File: src/rtl/bfl_pkg.sv
package bfl_pkg;

    typedef enum logic [3:0] {
        S_IDLE,
        S_WT,
        S_THR,
        S_CRD,
        S_CCAP,
        S_CREC,
        S_LREQ,
        S_LDAT,
        S_MRD,
        S_MWB,
        S_FIN
    } bfl_state_e;

endpackage

File: src/rtl/bfl_popcnt.sv
module bfl_popcnt #(
    parameter int W  = 8,
    parameter int OW = 4
) (
    input  logic [W-1:0]  vec,
    output logic [OW-1:0] cnt
);

    always_comb begin
        cnt = '0;
        for (int i = 0; i < W; i++) begin
            cnt = cnt + OW'(vec[i]);
        end
    end

endmodule

File: src/rtl/bfl_row_cmp.sv
module bfl_row_cmp #(
    parameter int NB = 8,
    parameter int CW = 5
) (
    input  logic [NB*CW-1:0] row,
    input  logic [CW-1:0]    thr,
    output logic [NB-1:0]    gt
);

    for (genvar j = 0; j < NB; j++) begin : g_elem
        assign gt[j] = row[j*CW +: CW] > thr;
    end

endmodule

File: src/rtl/bfl_lowest.sv
module bfl_lowest #(
    parameter int NB = 8,
    parameter int IW = 3
) (
    input  logic [NB-1:0] vec,
    output logic [IW-1:0] idx,
    output logic [NB-1:0] oh
);

    always_comb begin
        idx = '0;
        for (int j = NB - 1; j >= 0; j--) begin
            if (vec[j]) idx = IW'(j);
        end
        oh = vec & (~vec + 1'b1);
    end

endmodule

File: src/rtl/bfl_thr_table.sv
module bfl_thr_table #(
    parameter int NTHR = 4,
    parameter int SW   = 6,
    parameter int CW   = 5,
    parameter int TSW  = 2
) (
    input  logic           clk,
    input  logic           rst_n,
    input  logic           cfg_we,
    input  logic [TSW-1:0] cfg_slot,
    input  logic [SW-1:0]  cfg_brk,
    input  logic [CW-1:0]  cfg_thr,
    input  logic [SW-1:0]  weight,
    output logic [CW-1:0]  thr
);

    logic [SW-1:0] brk_q [NTHR];
    logic [SW-1:0] brk_d [NTHR];
    logic [CW-1:0] val_q [NTHR];
    logic [CW-1:0] val_d [NTHR];

    always_comb begin
        for (int k = 0; k < NTHR; k++) begin
            brk_d[k] = brk_q[k];
            val_d[k] = val_q[k];
            if (cfg_we && (32'(cfg_slot) == k)) begin
                brk_d[k] = cfg_brk;
                val_d[k] = cfg_thr;
            end
        end
        // highest matching slot wins
        thr = '1;
        for (int k = 0; k < NTHR; k++) begin
            if (weight >= brk_q[k]) thr = val_q[k];
        end
    end

    always_ff @(posedge clk or negedge rst_n) begin
        if (!rst_n) begin
            for (int k = 0; k < NTHR; k++) begin
                brk_q[k] <= '0;
                val_q[k] <= '1;
            end
        end else begin
            for (int k = 0; k < NTHR; k++) begin
                brk_q[k] <= brk_d[k];
                val_q[k] <= val_d[k];
            end
        end
    end

endmodule

File: src/rtl/bitflip_locator.sv
module bitflip_locator
    import bfl_pkg::*;
#(
    parameter int NB     = 8,
    parameter int CW     = 5,
    parameter int SROWS  = 4,
    parameter int CROWS  = 6,
    parameter int NTHR   = 4,
    parameter int LDEPTH = 8,
    localparam int SW    = $clog2(SROWS * NB + 1),
    localparam int SAW   = (SROWS > 1) ? $clog2(SROWS) : 1,
    localparam int CAW   = (CROWS > 1) ? $clog2(CROWS) : 1,
    localparam int IW    = (NB > 1) ? $clog2(NB) : 1,
    localparam int LW    = $clog2(LDEPTH + 1),
    localparam int LAW   = (LDEPTH > 1) ? $clog2(LDEPTH) : 1,
    localparam int TSW   = (NTHR > 1) ? $clog2(NTHR) : 1
) (
    input  logic             clk,
    input  logic             rst_n,
    input  logic             start,
    output logic             busy,
    output logic             done,
    output logic             zero_syn,
    output logic             overflow,
    output logic [SW-1:0]    weight,
    output logic [LW-1:0]    err_count,
    input  logic             cfg_we,
    input  logic [TSW-1:0]   cfg_slot,
    input  logic [SW-1:0]    cfg_brk,
    input  logic [CW-1:0]    cfg_thr,
    output logic             syn_rd,
    output logic [SAW-1:0]   syn_addr,
    input  logic [NB-1:0]    syn_rdata,
    output logic             cor_rd,
    output logic [CAW-1:0]   cor_addr,
    input  logic [NB*CW-1:0] cor_rdata,
    output logic             err_we,
    output logic [LAW-1:0]   err_waddr,
    output logic [CAW-1:0]   err_wrow,
    output logic [IW-1:0]    err_widx,
    output logic             err_rd,
    output logic [LAW-1:0]   err_raddr,
    input  logic [CAW-1:0]   err_rrow,
    input  logic [IW-1:0]    err_ridx,
    output logic             msg_rd,
    output logic             msg_we,
    output logic [CAW-1:0]   msg_addr,
    input  logic [NB-1:0]    msg_rdata,
    output logic [NB-1:0]    msg_wdata
);

    localparam logic [SAW:0] SROWS_W  = (SAW + 1)'(SROWS);
    localparam logic [CAW:0] CROWS_W  = (CAW + 1)'(CROWS);
    localparam logic [LW-1:0] LDEPTH_W = LW'(LDEPTH);

    typedef struct packed {
        bfl_state_e      st;
        logic [SAW:0]    wa;
        logic            spend;
        logic [SW-1:0]   wgt;
        logic [CW-1:0]   thr;
        logic [CAW:0]    ca;
        logic [NB-1:0]   gt;
        logic [LW-1:0]   cnt;
        logic            ovf;
        logic            zero;
        logic [LW-1:0]   li;
        logic [CAW-1:0]  crow;
        logic [NB-1:0]   mask;
        logic            mval;
        logic [CAW-1:0]  prow;
        logic [IW-1:0]   pidx;
        logic            fin;
    } regs_t;

    regs_t q, d;

    logic [SW-1:0] pop_cnt;
    logic [CW-1:0] tbl_thr;
    logic [NB-1:0] gt_vec;
    logic [IW-1:0] pick_idx;
    logic [NB-1:0] pick_oh;

    bfl_popcnt #(.W(NB), .OW(SW)) u_pop (
        .vec (syn_rdata),
        .cnt (pop_cnt)
    );

    bfl_thr_table #(.NTHR(NTHR), .SW(SW), .CW(CW), .TSW(TSW)) u_tbl (
        .clk      (clk),
        .rst_n    (rst_n),
        .cfg_we   (cfg_we),
        .cfg_slot (cfg_slot),
        .cfg_brk  (cfg_brk),
        .cfg_thr  (cfg_thr),
        .weight   (q.wgt),
        .thr      (tbl_thr)
    );

    bfl_row_cmp #(.NB(NB), .CW(CW)) u_cmp (
        .row (cor_rdata),
        .thr (q.thr),
        .gt  (gt_vec)
    );

    bfl_lowest #(.NB(NB), .IW(IW)) u_pick (
        .vec (q.gt),
        .idx (pick_idx),
        .oh  (pick_oh)
    );

    always_comb begin
        d         = q;
        syn_rd    = 1'b0;
        syn_addr  = q.wa[SAW-1:0];
        cor_rd    = 1'b0;
        cor_addr  = q.ca[CAW-1:0];
        err_we    = 1'b0;
        err_waddr = q.cnt[LAW-1:0];
        err_wrow  = q.ca[CAW-1:0];
        err_widx  = pick_idx;
        err_rd    = 1'b0;
        err_raddr = q.li[LAW-1:0];
        msg_rd    = 1'b0;
        msg_we    = 1'b0;
        msg_addr  = q.crow;
        msg_wdata = msg_rdata ^ q.mask;

        unique case (q.st)
            S_IDLE: begin
                if (start) begin
                    d.wgt   = '0;
                    d.cnt   = '0;
                    d.ovf   = 1'b0;
                    d.zero  = 1'b0;
                    d.wa    = '0;
                    d.spend = 1'b0;
                    d.st    = S_WT;
                end
            end
            // weight: reads issued back to back, summed one cycle later
            S_WT: begin
                if (q.wa < SROWS_W) begin
                    syn_rd = 1'b1;
                    d.wa   = q.wa + 1'b1;
                end
                d.spend = syn_rd;
                if (q.spend) d.wgt = q.wgt + pop_cnt;
                if (!syn_rd && !q.spend) d.st = S_THR;
            end
            S_THR: begin
                if (q.wgt == '0) begin
                    d.zero = 1'b1;
                    d.st   = S_FIN;
                end else begin
                    d.thr = tbl_thr;
                    d.ca  = '0;
                    d.st  = S_CRD;
                end
            end
            // scan: one correlation word per visit
            S_CRD: begin
                if (q.ca == CROWS_W) begin
                    d.li   = '0;
                    d.mval = 1'b0;
                    d.mask = '0;
                    d.st   = S_LREQ;
                end else begin
                    cor_rd = 1'b1;
                    d.st   = S_CCAP;
                end
            end
            S_CCAP: begin
                d.gt = gt_vec;
                d.st = S_CREC;
            end
            // drain flagged elements lowest index first
            S_CREC: begin
                if (q.gt == '0) begin
                    d.ca = q.ca + 1'b1;
                    d.st = S_CRD;
                end else begin
                    d.gt = q.gt & ~pick_oh;
                    if (q.cnt < LDEPTH_W) begin
                        err_we = 1'b1;
                        d.cnt  = q.cnt + 1'b1;
                    end else begin
                        d.ovf = 1'b1;
                    end
                end
            end
            // correction: gather same-row entries into one mask
            S_LREQ: begin
                if (q.li == q.cnt) begin
                    if (q.mval) begin
                        d.fin = 1'b1;
                        d.st  = S_MRD;
                    end else begin
                        d.st = S_FIN;
                    end
                end else begin
                    err_rd = 1'b1;
                    d.st   = S_LDAT;
                end
            end
            S_LDAT: begin
                if (q.mval && (err_rrow != q.crow)) begin
                    d.prow = err_rrow;
                    d.pidx = err_ridx;
                    d.fin  = 1'b0;
                    d.st   = S_MRD;
                end else begin
                    d.mask = q.mask | (NB'(1) << err_ridx);
                    d.crow = err_rrow;
                    d.mval = 1'b1;
                    d.li   = q.li + 1'b1;
                    d.st   = S_LREQ;
                end
            end
            S_MRD: begin
                msg_rd = 1'b1;
                d.st   = S_MWB;
            end
            S_MWB: begin
                msg_we = 1'b1;
                if (q.fin) begin
                    d.st = S_FIN;
                end else begin
                    d.mask = NB'(1) << q.pidx;
                    d.crow = q.prow;
                    d.li   = q.li + 1'b1;
                    d.st   = S_LREQ;
                end
            end
            S_FIN: begin
                d.st = S_IDLE;
            end
            default: begin
                d.st = S_IDLE;
            end
        endcase
    end

    always_ff @(posedge clk or negedge rst_n) begin
        if (!rst_n) begin
            q <= '0;
        end else begin
            q <= d;
        end
    end

    assign busy      = (q.st != S_IDLE);
    assign done      = (q.st == S_FIN);
    assign zero_syn  = q.zero;
    assign overflow  = q.ovf;
    assign weight    = q.wgt;
    assign err_count = q.cnt;

endmodule

File: config.mk
export PLATFORM = sky130hd
export DESIGN_NAME = bitflip_locator
export DESIGN_NICKNAME = d
export VERILOG_FILES = /design/src/rtl/bfl_pkg.sv /design/src/rtl/bfl_popcnt.sv /design/src/rtl/bfl_row_cmp.sv /design/src/rtl/bfl_lowest.sv /design/src/rtl/bfl_thr_table.sv /design/src/rtl/bitflip_locator.sv
export SDC_FILE = /design/constraint.sdc
export NUM_CORES = 1
export LEC_CHECK = 0
export ABC_AREA = 0
export BUFFER_PORTS_ARGS = -buffer_cell sky130_fd_sc_hd__buf_2
export CORE_ASPECT_RATIO = 0.8
export CORE_MARGIN = 3
export CORE_UTILIZATION = 57
export CTS_CLUSTER_SIZE = 30
export DETAILED_ROUTE_END_ITERATION = 7
export PLACE_DENSITY = 0.81
export SLEW_MARGIN = 20
export SYNTH_ARGS = -nofsm -noshare
export SYNTH_HDL_FRONTEND = slang
export SYNTH_SLANG_ARGS = --single-unit
File: constraint.sdc
create_clock -name clk -period 3.9 [get_ports clk]
set_clock_uncertainty 0.1 [all_clocks]
set_input_delay 0 -clock clk [delete_from_list [all_inputs] [get_ports clk]]
set_output_delay 0 -clock clk [all_outputs]
set_load 0.02 [all_outputs]
==> run summary <==
WL per Instance = 16.46 um
DRT Pass-1 Iters = 5
Layout Nets = 1020
post-route insts no fill = 1009
Yosys reg bits = 104
power share of the clock group = 18.5%
CTS tree = built
antenna cells = 0
count of different cell masters after synthesis = 59
first-pass GRT wire length = 27830 um
crit share post-route = 86.80%
Setup crit end kind = flop
combinational power share = 46.9%
Adder-Cell Fraction of Synth Area = 15.76%
internal power = 2.842 mW
Root Buffer = clkbuf_16
Max Cap Viol = 0
core region area = 11690 um^2
outcome = complete, no violations
mux cell area share after synthesis = 7.071%
average cell area after synthesis = 9.438 um^2
Worst R2R Start = weight[0]
crit path kind = reg -> reg
Buffers on Ports = 126
P per Cell Area = 618.5 nW/um^2
vias per cell = 5.833
residual DRC count = 0
Post-Syn Area = 6937 um^2
Routed Antenna Nets = 0
sw power = 2.153 mW
reg2reg end = weight[5]
top achievable clock speed = 295.4 MHz
initial core utilization = 59.33%
Filler cells = 857
H-tree Lvls = 3
Area contributors post-synth = dfrtp_1 30%, ha_1 15%, dfstp_2 7.6%
EDFF count, synth = 0
maximum VDD drop = 0.3063 mV
Final min period = 3385 ps
clock slew at reported path FFs = 80 ps
hold path depth = 4
FFs w/ async S/R, synth = 100.0%
leakage dissipation = 4.102 nW
Synth Area in XOR/XNOR = 2.525%
share of Yosys cell area claimed by the top area cell type = 30.30%
dpl cells = 966
routability cong. = 0.8524
Clock Tree Buf Depth = 2
PostCTS Resize Cnt = 0
total count of hold-check failures in the final report = 0
largest net degree at the start of global routing = 75
Synth Area in Compound Gates = 14.95%
Synth Instances = 735
syn_nets = 899
setup tns final = 0 ps
Hold-fix buffers, CTS = 27
Synth area leader = dfrtp_1
R2R Setup Slk = 510 ps
Worst-Skew Late Latency = 360 ps
Die X = 129.3 um
slew margin rel. = 35.69%
initial antenna violation count = 0
post-layout util = 69.07%
RSZ-0062 raised after global routing = false
GR Overflow Total = 0
sw frac = 43.11%
TritonCTS Buffers = 9
gr usage total = 25.41%
CP arrival = 3520 ps
register area share after synthesis = 37.88%
worst path required time = 4030 ps
DR vias = 5885
crit path launch type = flop
Ys Warns = 0
share of layout cells above drive strength 1 = 24.85%
Critical path destination = weight[5]
sequential share of power = 34.6%
Die H = 104.7 um
post-detail-place hpwl = 12670 um
top_reg_cell synth = dfrtp_1
main combinational cell family by area after synthesis = adder cells
Post-Synth Simple-Gate Area = 14.20%
commonest non-fill, non-tap cell in the layout = buf_2
Reg2Reg Depth = 12
I/O pins = 127
full die area = 13540 um^2
Total Routed Length = 16610 um
Setup Buffers After CTS = 0
CP max FO = 5
Worst setup startpoint = weight[0]
Layout area overhead = 16.43%
min-delay worst type = in -> reg
worst slew pin tran = 960.4 ps
Detailed Route Iter0 Violations = 386
via count of the first global-routing pass = 5889
Final Slew Violations = 0
CTS sink cnt = 104
most frequent cells in the layout = 125 x buf_2, 84 x dfrtp_1, 81 x ha_1
final setup fails = 0
Row Count = 35
==> critical path, stage by stage (launching register included) <==
cell and delay (ps):
dfrtp_1 380, inv_1 140, fa_1 570, fa_1 430
fa_1 420, inv_1 80, ha_1 230, a21o_1 180
a21oi_1 230, o21ai_0 130, o211ai_1 120, xor2_1 180
nor2_1 70
==> power by group through the flow <==
stage	sequential [mW]	combinational [mW]	clock [mW]
3_3_place_gp	1.72	2.15	0
3_5_place_dp	1.74	2.29	0
4_1_cts	1.72	2.33	0.930
5_1_grt	1.78	2.64	0.976
2_1_floorplan	1.61	1.81	0
6_report	1.73	2.34	0.922
==> worst min path at each step <==
stage                  startpoint           to  slack, ps
CTS                 cor_rdata[19]        q[32]         30
floorplan                   rst_n  cor_addr[0]       -400
finish              cor_rdata[19]        q[32]         40
detailed placement          rst_n        q[58]         90
global placement            rst_n        q[58]         90
global route        cor_rdata[19]        q[32]         50
==> per-layer routing <==
metal	GRT usage, %	share of wire (%)
met5	0	0
met3	5.212	5.1
met1	32.47	43
met2	42.71	49
met4	8.771	2.8
==> logic make-up (layout without fill, tap and decap cells) <==
logic type	count (synthesis)	count (layout)
fa+ha+maj	85	85
xor+xnor	20	20
buf+inv	111	237
compound gates	172	172
simple gates	199	199
mux	44	44
flops	104	104
==> sequential cells by signal (all words and copies together) (netlist names) <==
name         count
u_tbl.brk_q     24
u_tbl.val_q     20
weight           6
zero_syn         1
syn_addr         2
cor_addr         3
overflow         1
err_count        4
err_raddr        3
q               37
msg_addr         3
==> per-stage QoR <==
stage,hold WS (ps),worst slack (ps),cell area (um^2),total power [mW]
detailed placement,90.34,525.4,7498,4.032
global route,49.34,283.6,8077,5.394
finish,37.79,514.6,8077,4.996
global placement,87.04,643.7,7498,3.872
CTS,32.42,526.4,8077,4.981
floorplan,-395.6,729.7,6937,3.418
==> cell type report <==
type	instances	area, um^2	area share [%]
clock inverter	6	57.56	0.7126
tap	148	185.2	2.293
timing repair buffer	156	925.9	11.46
sequential	104	2628	32.53
inverter	65	244.0	3.021
clock buffer	10	250.2	3.098
multi-input combinational	520	3786	46.88
==> synth_stat cells, drive strengths merged, types with 18 or more instances <==
master	instances
a21oi	28
buf	30
dfrtp	84
dfstp	20
ha	81
inv	65
mux2	40
nand2	68
nand2b	21
nand3	18
nor2	39
o21ai	78
xor2	19
Power figures use the tool's default switching activity.
